--- src/rtl/fx2fp_pkg.sv ---
package fx2fp_pkg;
  localparam int unsigned WORD_W  = 32;
  localparam int unsigned FCNT_W  = 5;
  localparam int unsigned EXP_W   = 8;
  localparam int unsigned MAN_W   = 23;
  localparam int unsigned EXP_BIAS = 127;
  localparam int unsigned IDX_W   = $clog2(WORD_W);

  // Two's-complement absolute value; the most negative word maps to 2^(W-1).
  function automatic logic [WORD_W-1:0] abs_word(input logic [WORD_W-1:0] w);
    return w[WORD_W-1] ? (~w + WORD_W'(1)) : w;
  endfunction

  // Biased exponent from leading-one index and fractional-bit count.
  function automatic logic [EXP_W-1:0] biased_exp(input logic [IDX_W-1:0] lead,
                                                  input logic [FCNT_W-1:0] fcnt);
    int e;
    e = int'(EXP_BIAS) + int'(lead) - int'(fcnt);
    return EXP_W'(e);
  endfunction
endpackage

--- src/rtl/fx2fp_magnitude.sv ---
module fx2fp_magnitude #(
  parameter int unsigned WORD_W = fx2fp_pkg::WORD_W
) (
  input  logic [WORD_W-1:0] word_in,
  output logic              neg_out,
  output logic              zero_out,
  output logic [WORD_W-1:0] mag_out
);
  assign neg_out  = word_in[WORD_W-1];
  assign zero_out = ~|word_in;
  assign mag_out  = neg_out ? (~word_in + WORD_W'(1)) : word_in;
endmodule

--- src/rtl/fx2fp_lead_one.sv ---
module fx2fp_lead_one #(
  parameter int unsigned WORD_W = fx2fp_pkg::WORD_W,
  localparam int unsigned IDX_W = $clog2(WORD_W)
) (
  input  logic [WORD_W-1:0] mag_in,
  output logic [IDX_W-1:0]  lead_idx
);
  logic [WORD_W-1:0] above;
  logic [WORD_W-1:0] onehot;

  // above[i] is set when any bit higher than i is set.
  assign above[WORD_W-1] = 1'b0;
  genvar gi;
  generate
    for (gi = WORD_W - 2; gi >= 0; gi--) begin : g_above
      assign above[gi] = above[gi+1] | mag_in[gi+1];
    end
  endgenerate

  assign onehot = mag_in & ~above;

  always_comb begin
    lead_idx = '0;
    for (int i = 0; i < int'(WORD_W); i++) begin
      if (onehot[i]) lead_idx = lead_idx | IDX_W'(i);
    end
  end
endmodule

--- src/rtl/fx2fp_pack.sv ---
module fx2fp_pack #(
  parameter int unsigned WORD_W = fx2fp_pkg::WORD_W,
  parameter int unsigned FCNT_W = fx2fp_pkg::FCNT_W,
  parameter int unsigned EXP_W  = fx2fp_pkg::EXP_W,
  parameter int unsigned MAN_W  = fx2fp_pkg::MAN_W,
  localparam int unsigned IDX_W = $clog2(WORD_W),
  localparam int unsigned LOW_W = WORD_W - 1 - MAN_W
) (
  input  logic [WORD_W-1:0] mag_in,
  input  logic [IDX_W-1:0]  lead_idx,
  input  logic [FCNT_W-1:0] fcnt_in,
  output logic [EXP_W-1:0]  exp_out,
  output logic [MAN_W-1:0]  frac_out,
  output logic              hidden_bit,
  output logic              dropped_any
);
  localparam logic [IDX_W-1:0] TOP_IDX = IDX_W'(WORD_W - 1);

  logic [IDX_W-1:0]  shift_amt;
  logic [WORD_W-1:0] norm;

  assign shift_amt   = TOP_IDX - lead_idx;
  assign norm        = mag_in << shift_amt;
  assign hidden_bit  = norm[WORD_W-1];
  assign frac_out    = norm[WORD_W-2 -: MAN_W];
  assign dropped_any = |norm[LOW_W-1:0];
  assign exp_out     = fx2fp_pkg::biased_exp(lead_idx, fcnt_in);
endmodule

--- src/rtl/fx2fp_convert.sv ---
module fx2fp_convert #(
  parameter int unsigned WORD_W = fx2fp_pkg::WORD_W,
  parameter int unsigned FCNT_W = fx2fp_pkg::FCNT_W,
  parameter int unsigned EXP_W  = fx2fp_pkg::EXP_W,
  parameter int unsigned MAN_W  = fx2fp_pkg::MAN_W,
  localparam int unsigned IDX_W = $clog2(WORD_W)
) (
  input  logic              clk,
  input  logic              rst,
  input  logic [WORD_W-1:0] fixed_word,
  input  logic [FCNT_W-1:0] frac_bits,
  output logic [WORD_W-1:0] float_word
);
  logic              in_neg;
  logic              in_zero;
  logic [WORD_W-1:0] mag;
  logic [IDX_W-1:0]  lead_idx;
  logic [EXP_W-1:0]  exp_field;
  logic [MAN_W-1:0]  frac_field;
  logic              hidden_bit;
  logic              dropped_any;

  fx2fp_magnitude #(.WORD_W(WORD_W)) mag_i (
    .word_in (fixed_word),
    .neg_out (in_neg),
    .zero_out(in_zero),
    .mag_out (mag)
  );

  fx2fp_lead_one #(.WORD_W(WORD_W)) lead_i (
    .mag_in  (mag),
    .lead_idx(lead_idx)
  );

  fx2fp_pack #(
    .WORD_W(WORD_W), .FCNT_W(FCNT_W), .EXP_W(EXP_W), .MAN_W(MAN_W)
  ) pack_i (
    .mag_in     (mag),
    .lead_idx   (lead_idx),
    .fcnt_in    (frac_bits),
    .exp_out    (exp_field),
    .frac_out   (frac_field),
    .hidden_bit (hidden_bit),
    .dropped_any(dropped_any)
  );

  assign float_word = in_zero ? '0 : {in_neg, exp_field, frac_field};
endmodule

--- config.mk ---
export PLATFORM = sky130hd
export DESIGN_NAME = fx2fp_convert
export DESIGN_NICKNAME = d
export VERILOG_FILES = /design/src/rtl/fx2fp_pkg.sv /design/src/rtl/fx2fp_magnitude.sv /design/src/rtl/fx2fp_lead_one.sv /design/src/rtl/fx2fp_pack.sv /design/src/rtl/fx2fp_convert.sv
export SDC_FILE = /design/constraint.sdc
export NUM_CORES = 1
export LEC_CHECK = 0
export ABC_CLOCK_PERIOD_IN_PS = 11800
export CORE_ASPECT_RATIO = 0.5
export CORE_MARGIN = 2
export CORE_UTILIZATION = 50
export DETAILED_ROUTE_END_ITERATION = 16
export DONT_BUFFER_PORTS = 1
export GPL_TIMING_DRIVEN = 0
export SYNTH_ARGS = -nofsm -noshare
export SYNTH_HDL_FRONTEND = slang
export SYNTH_HIERARCHICAL = 1
export SYNTH_SLANG_ARGS = --single-unit
--- constraint.sdc ---
create_clock -name vclk -period 11.8
set_clock_uncertainty 0.1 [all_clocks]
set_input_delay 2.36 -clock vclk [all_inputs]
set_output_delay 2.36 -clock vclk [all_outputs]
set_load 0.05 [all_outputs]
==> results of run 1 <==
## final timing paths
kind | end | slack, ns
worst max-delay path | float_word[27] | 0.93
worst min-delay path | float_word[31] | 5.01
## where the power goes
group | switching, mW | total, mW | internal, mW
clock | 0 | 0 | 0
combinational | 0.233 | 0.341 | 0.108
sequential | 0 | 0 | 0
total | 0.233 | 0.341 | 0.108
## per-stage QoR
step           worst slack [ns]  util (%)
2_1_floorplan              2.05         -
3_3_place_gp               1.14      54.0
3_5_place_dp              0.998      54.0
4_1_cts                   0.976      54.0
5_1_grt                   0.636      54.0
6_report                  0.933      54.0
## layout make-up
type | instances | area (um2)
multi-input cells | 361 | 2940
fillers | 604 | 2820
plain buffers | 32 | 179
well taps | 88 | 110
inverters | 21 | 78.8
## routing by layer
| layer | wire length [um] | share of wire [%] |
|---|---|---|
| met5 | 0 | 0 |
| met4 | 130 | 1.2 |
| met3 | 1340 | 12 |
| met2 | 4490 | 41 |
| met1 | 4950 | 45 |
==> flow_metrics.tcl, run 1 <==
set metrics [dict create \
    finish.net_count 462 \
    grt_max_degree 11 \
    start_kind "primary input" \
    max_clock_freq_mhz 92.0 \
    drtIter0Drc 387 \
    grt_use_met1_pct 46.4 \
    dp_hpwl_um 9000 \
    wirelength_um 10900 \
    cp_max_fo 10 \
    area_growth_pct 3.44 \
    crit_cells 18 \
    die_y_um 60.6 \
    antenna_found_initial 0 \
    holdWs_ns 5.01 \
    dieArea_um2 7100 \
    p_leak_nw 1.25 \
    hold_depth 2 \
    period_share_pct 92.1 \
    layout-drive-gt1-share_pct 15.0 \
    grt_pass1_wl_um 16800 \
    path_delay_family "simple AND/OR/NAND/NOR gates" \
    crit_chain "nor4_4 > nand4b_2 > o31ai_1 > xnor2_1 > or4_4 > nand4bb_1 > or3_1 > buf_2 > o21ai_1 > inv_1 > buf_2 > clkbuf_1 > fa_1 > inv_1 > a21oi_1 > o21bai_1 > xor2_1 > nor2b_1" \
    p_per_area_nw_per_um2 103 \
    hold_path_class "primary input to output port" \
    grt_util_met2_pct 47.5 \
    path_class "primary input to output port" \
    cp_slowest_stage_delay_ns 0.74 \
    die_w_um 117 \
    yosys_warnings 6 \
    hold_viol 0 \
    hp-start "fixed_word[31]" \
    ff_latch_area_um2 0 \
    final_common_cell "nor2b_1" \
    num_vias 3504 \
    gr-max-usage-layer "met2" \
    track_usage_pct 30.7 \
    final_cell_mix "nor2b_1, nand2_1, xnor2_1" \
    place_area_um2 3310 \
    finalNonFillerCells 502 \
    final_area_um2 3310 \
    critPathBufInv 5 \
    port_buffers 0 \
    grt_pass1_vias 3112 \
    critPathSlowestCell "o21ai_1" \
    worstPathArrival_ns 8.41 \
    power.total_uw 341 \
    wl_per_cell_um 21.7 \
    slew_headroom_pct 34.4 \
    setup-violations-final 0 \
    synth_fp_nets 460 \
    cp-end-kind "output port" \
    fin_setup_tns_ns 0 \
    drc 0 \
    worstMarginPinSlew_ns 0.983 \
    post-route-min-period_ns 10.87 \
    synth.avg_cell_area_um2 7.73 \
    clockBufferCount 0 \
    rows 20 \
    viasPerCell 6.98 \
    dr.pass1.iters 6 \
    seq_cells 0 \
    irDropWorstVdd_mv 0.0321 \
    cts_hold_buf 0 \
    status "finished clean" \
    synth.cell_area_um2 3200 \
    coreArea_um2 6130 \
    netlist_instances 414 \
    dpl.cell_count 502 \
    worstPathRequired_ns 9.34 \
    antennaDiodeCount 0 \
    grt_overflow_total 0 \
    startpoint "fixed_word[4]" \
    cts_setup_buffers 0 \
    use_met3_pct 5.29 \
    place.gp.congestion 0.928 \
    postRouteAntennaNets 0 \
    start_util_pct 52.2 \
    rsz0062_at_grt "no" \
    final_max_slew_viol_count 0 \
    post_cts_resized 0 \
    cap_violations 0 \
    io_pins 71 \
]
(Power assumes the default switching activity.)
==> run 2: changes to the inputs <==
ABC_CLOCK_PERIOD_IN_PS = 11210   (was 11800)
clock period = 11.21 ns   (was 11.8 ns; I/O delays follow)
==> results of run 2 <==
Same layout as run 1 (identical final DEF). Status: finished clean.
Among the figures that moved: setup slack after placement 0.998 ns -> 0.644 ns; setup slack after layout 0.933 ns -> 0.579 ns; hold slack 5.01 ns -> 4.77 ns; total power 0.341 mW -> 0.359 mW; worst IR drop on VDD 0.0321 mV -> 0.0338 mV
==> run 3: changes to the inputs <==
GPL_TIMING_DRIVEN = default   (was 0)
==> flow_metrics.tcl, run 3 (synthesis gave the netlist of run 1 again) <==
set metrics [dict create \
    period_share_pct 89.5 \
    die_y_um 60.6 \
    dieArea_um2 7100 \
    rows 20 \
    rsz0062_at_grt "no" \
    track_usage_pct 26.9 \
    post-route-min-period_ns 10.04 \
    postRouteAntennaNets 0 \
    grt_overflow_total 0 \
    p_leak_nw 1.31 \
    fillerInstances 606 \
    final_max_slew_viol_count 0 \
    cap_violations 0 \
    port_buffers 0 \
    max_clock_freq_mhz 99.6 \
    p_per_area_nw_per_um2 113 \
    cts_hold_buf 0 \
    layout-drive-gt1-share_pct 19.8 \
    num_vias 3351 \
    min_to "float_word[31]" \
    place.gp.congestion 0.942 \
    status "finished clean" \
    dp_hpwl_um 7740 \
    fin_setup_tns_ns 0 \
    wirelength_um 9820 \
    p_int_uw 141 \
    wl_per_cell_um 19.5 \
    seq_cells 0 \
    hold_viol 0 \
    cp-end-kind "output port" \
    critPathBufInv 2 \
    seq_power_share_pct 0 \
    irDropWorstVdd_mv 0.0368 \
    p_switching_uw 241 \
    drtIter0Drc 421 \
    area_growth_pct 6.06 \
    grt_pass1_vias 2900 \
    worstPathArrival_ns 7.69 \
    clockBufferCount 0 \
    grt_pass1_wl_um 15100 \
    holdWs_ns 4.67 \
    start_kind "primary input" \
    grt_max_degree 35 \
    cts_setup_buffers 0 \
    cp_max_fo 34 \
    path_delay_family "simple AND/OR/NAND/NOR gates" \
    die_w_um 117 \
    dr.pass1.iters 5 \
    worstMarginPinSlew_ns 0.947 \
    path_class "primary input to output port" \
    hp-start "fixed_word[31]" \
    final_cell_mix "nor2b_1, nand2_1, buf_4" \
    combinationalPowerShare_pct 100.0 \
    layout_setup_ws_ns 1.17 \
    swShare_pct 63.1 \
    drc 0 \
    antennaDiodeCount 0 \
    power_frac_clock_pct 0 \
    critPathSlowestCell "nor2b_1" \
    final_common_cell "nor2b_1" \
    antenna_found_initial 0 \
    coreArea_um2 6130 \
    start_util_pct 52.2 \
    hold_path_class "primary input to output port" \
    post_cts_resized 0 \
    finish.utilization_pct 55.4 \
    worstPathRequired_ns 8.87 \
    io_pins 71 \
    cp_slowest_stage_delay_ns 0.75 \
    ff_latch_area_um2 0 \
    finish.net_count 463 \
    hold_depth 1 \
    dp_slack_ns 1.18 \
    slew_headroom_pct 36.7 \
    setup-violations-final 0 \
    crit_chain "nor4_4 > nand4b_2 > o31ai_1 > xnor2_1 > or4_4 > nand4bb_1 > or3_1 > buf_4 > o221ai_2 > buf_4 > ha_1 > a21oi_1 > o21bai_1 > a21oi_1 > nor2b_1" \
    viasPerCell 6.66 \
]
[run 3: changes by cell type in the layout (fill, tap and decap cells not counted), moves of 2 or more]
cell	change
buf_6	-4
clkbuf_1	-14
o21ai_2	+2
buf_2	-8
buf_4	+28
o21ai_1	-2
[run 3: area by class of cell]
class	count	area, um2	area share (%)
well taps	88	110	3.24
repair buffers	33	248	7.30
inverters	21	78.8	2.32
multi-input cells	361	2960	87.1
[run 3: worst max-delay path by stage]
| stage | startpoint | endpoint | slack (ns) | depth (start not counted) |
|---|---|---|---|---|
| finish | fixed_word[4] | float_word[28] | 1.17 | 15 |
| global route | fixed_word[4] | float_word[28] | 0.87 | 15 |
| CTS | fixed_word[4] | float_word[28] | 1.17 | 15 |
| detailed placement | fixed_word[4] | float_word[28] | 1.18 | 15 |
| global placement | fixed_word[4] | float_word[28] | 1.30 | 15 |
| floorplan | fixed_word[4] | float_word[27] | 1.69 | 18 |
[run 3: per-stage QoR]
stage               instance area [um2]  power, mW  instances
floorplan                          3200      0.298        414
global placement                   3400      0.373        503
detailed placement                 3400      0.377        503
CTS                                3400      0.378        503
global route                       3400      0.404        503
finish                             3400      0.383        503
[run 3: power groups by stage]
stage	Clock, mW	Combinational [mW]	Sequential [mW]
floorplan	0	0.298	0
global placement	0	0.373	0
detailed placement	0	0.377	0
CTS	0	0.378	0
global route	0	0.404	0
finish	0	0.383	0
[run 3: metal layers]
layer  vias to the layer above  share of wire (%)  global-route usage, %
met3                         5                 10                   2.90
met4                         0               0.30                   1.01
met2                       181                 42                   40.7
met5                         -                  0                      0
li1                       1577                  -                      -
met1                      1588                 48                   43.2
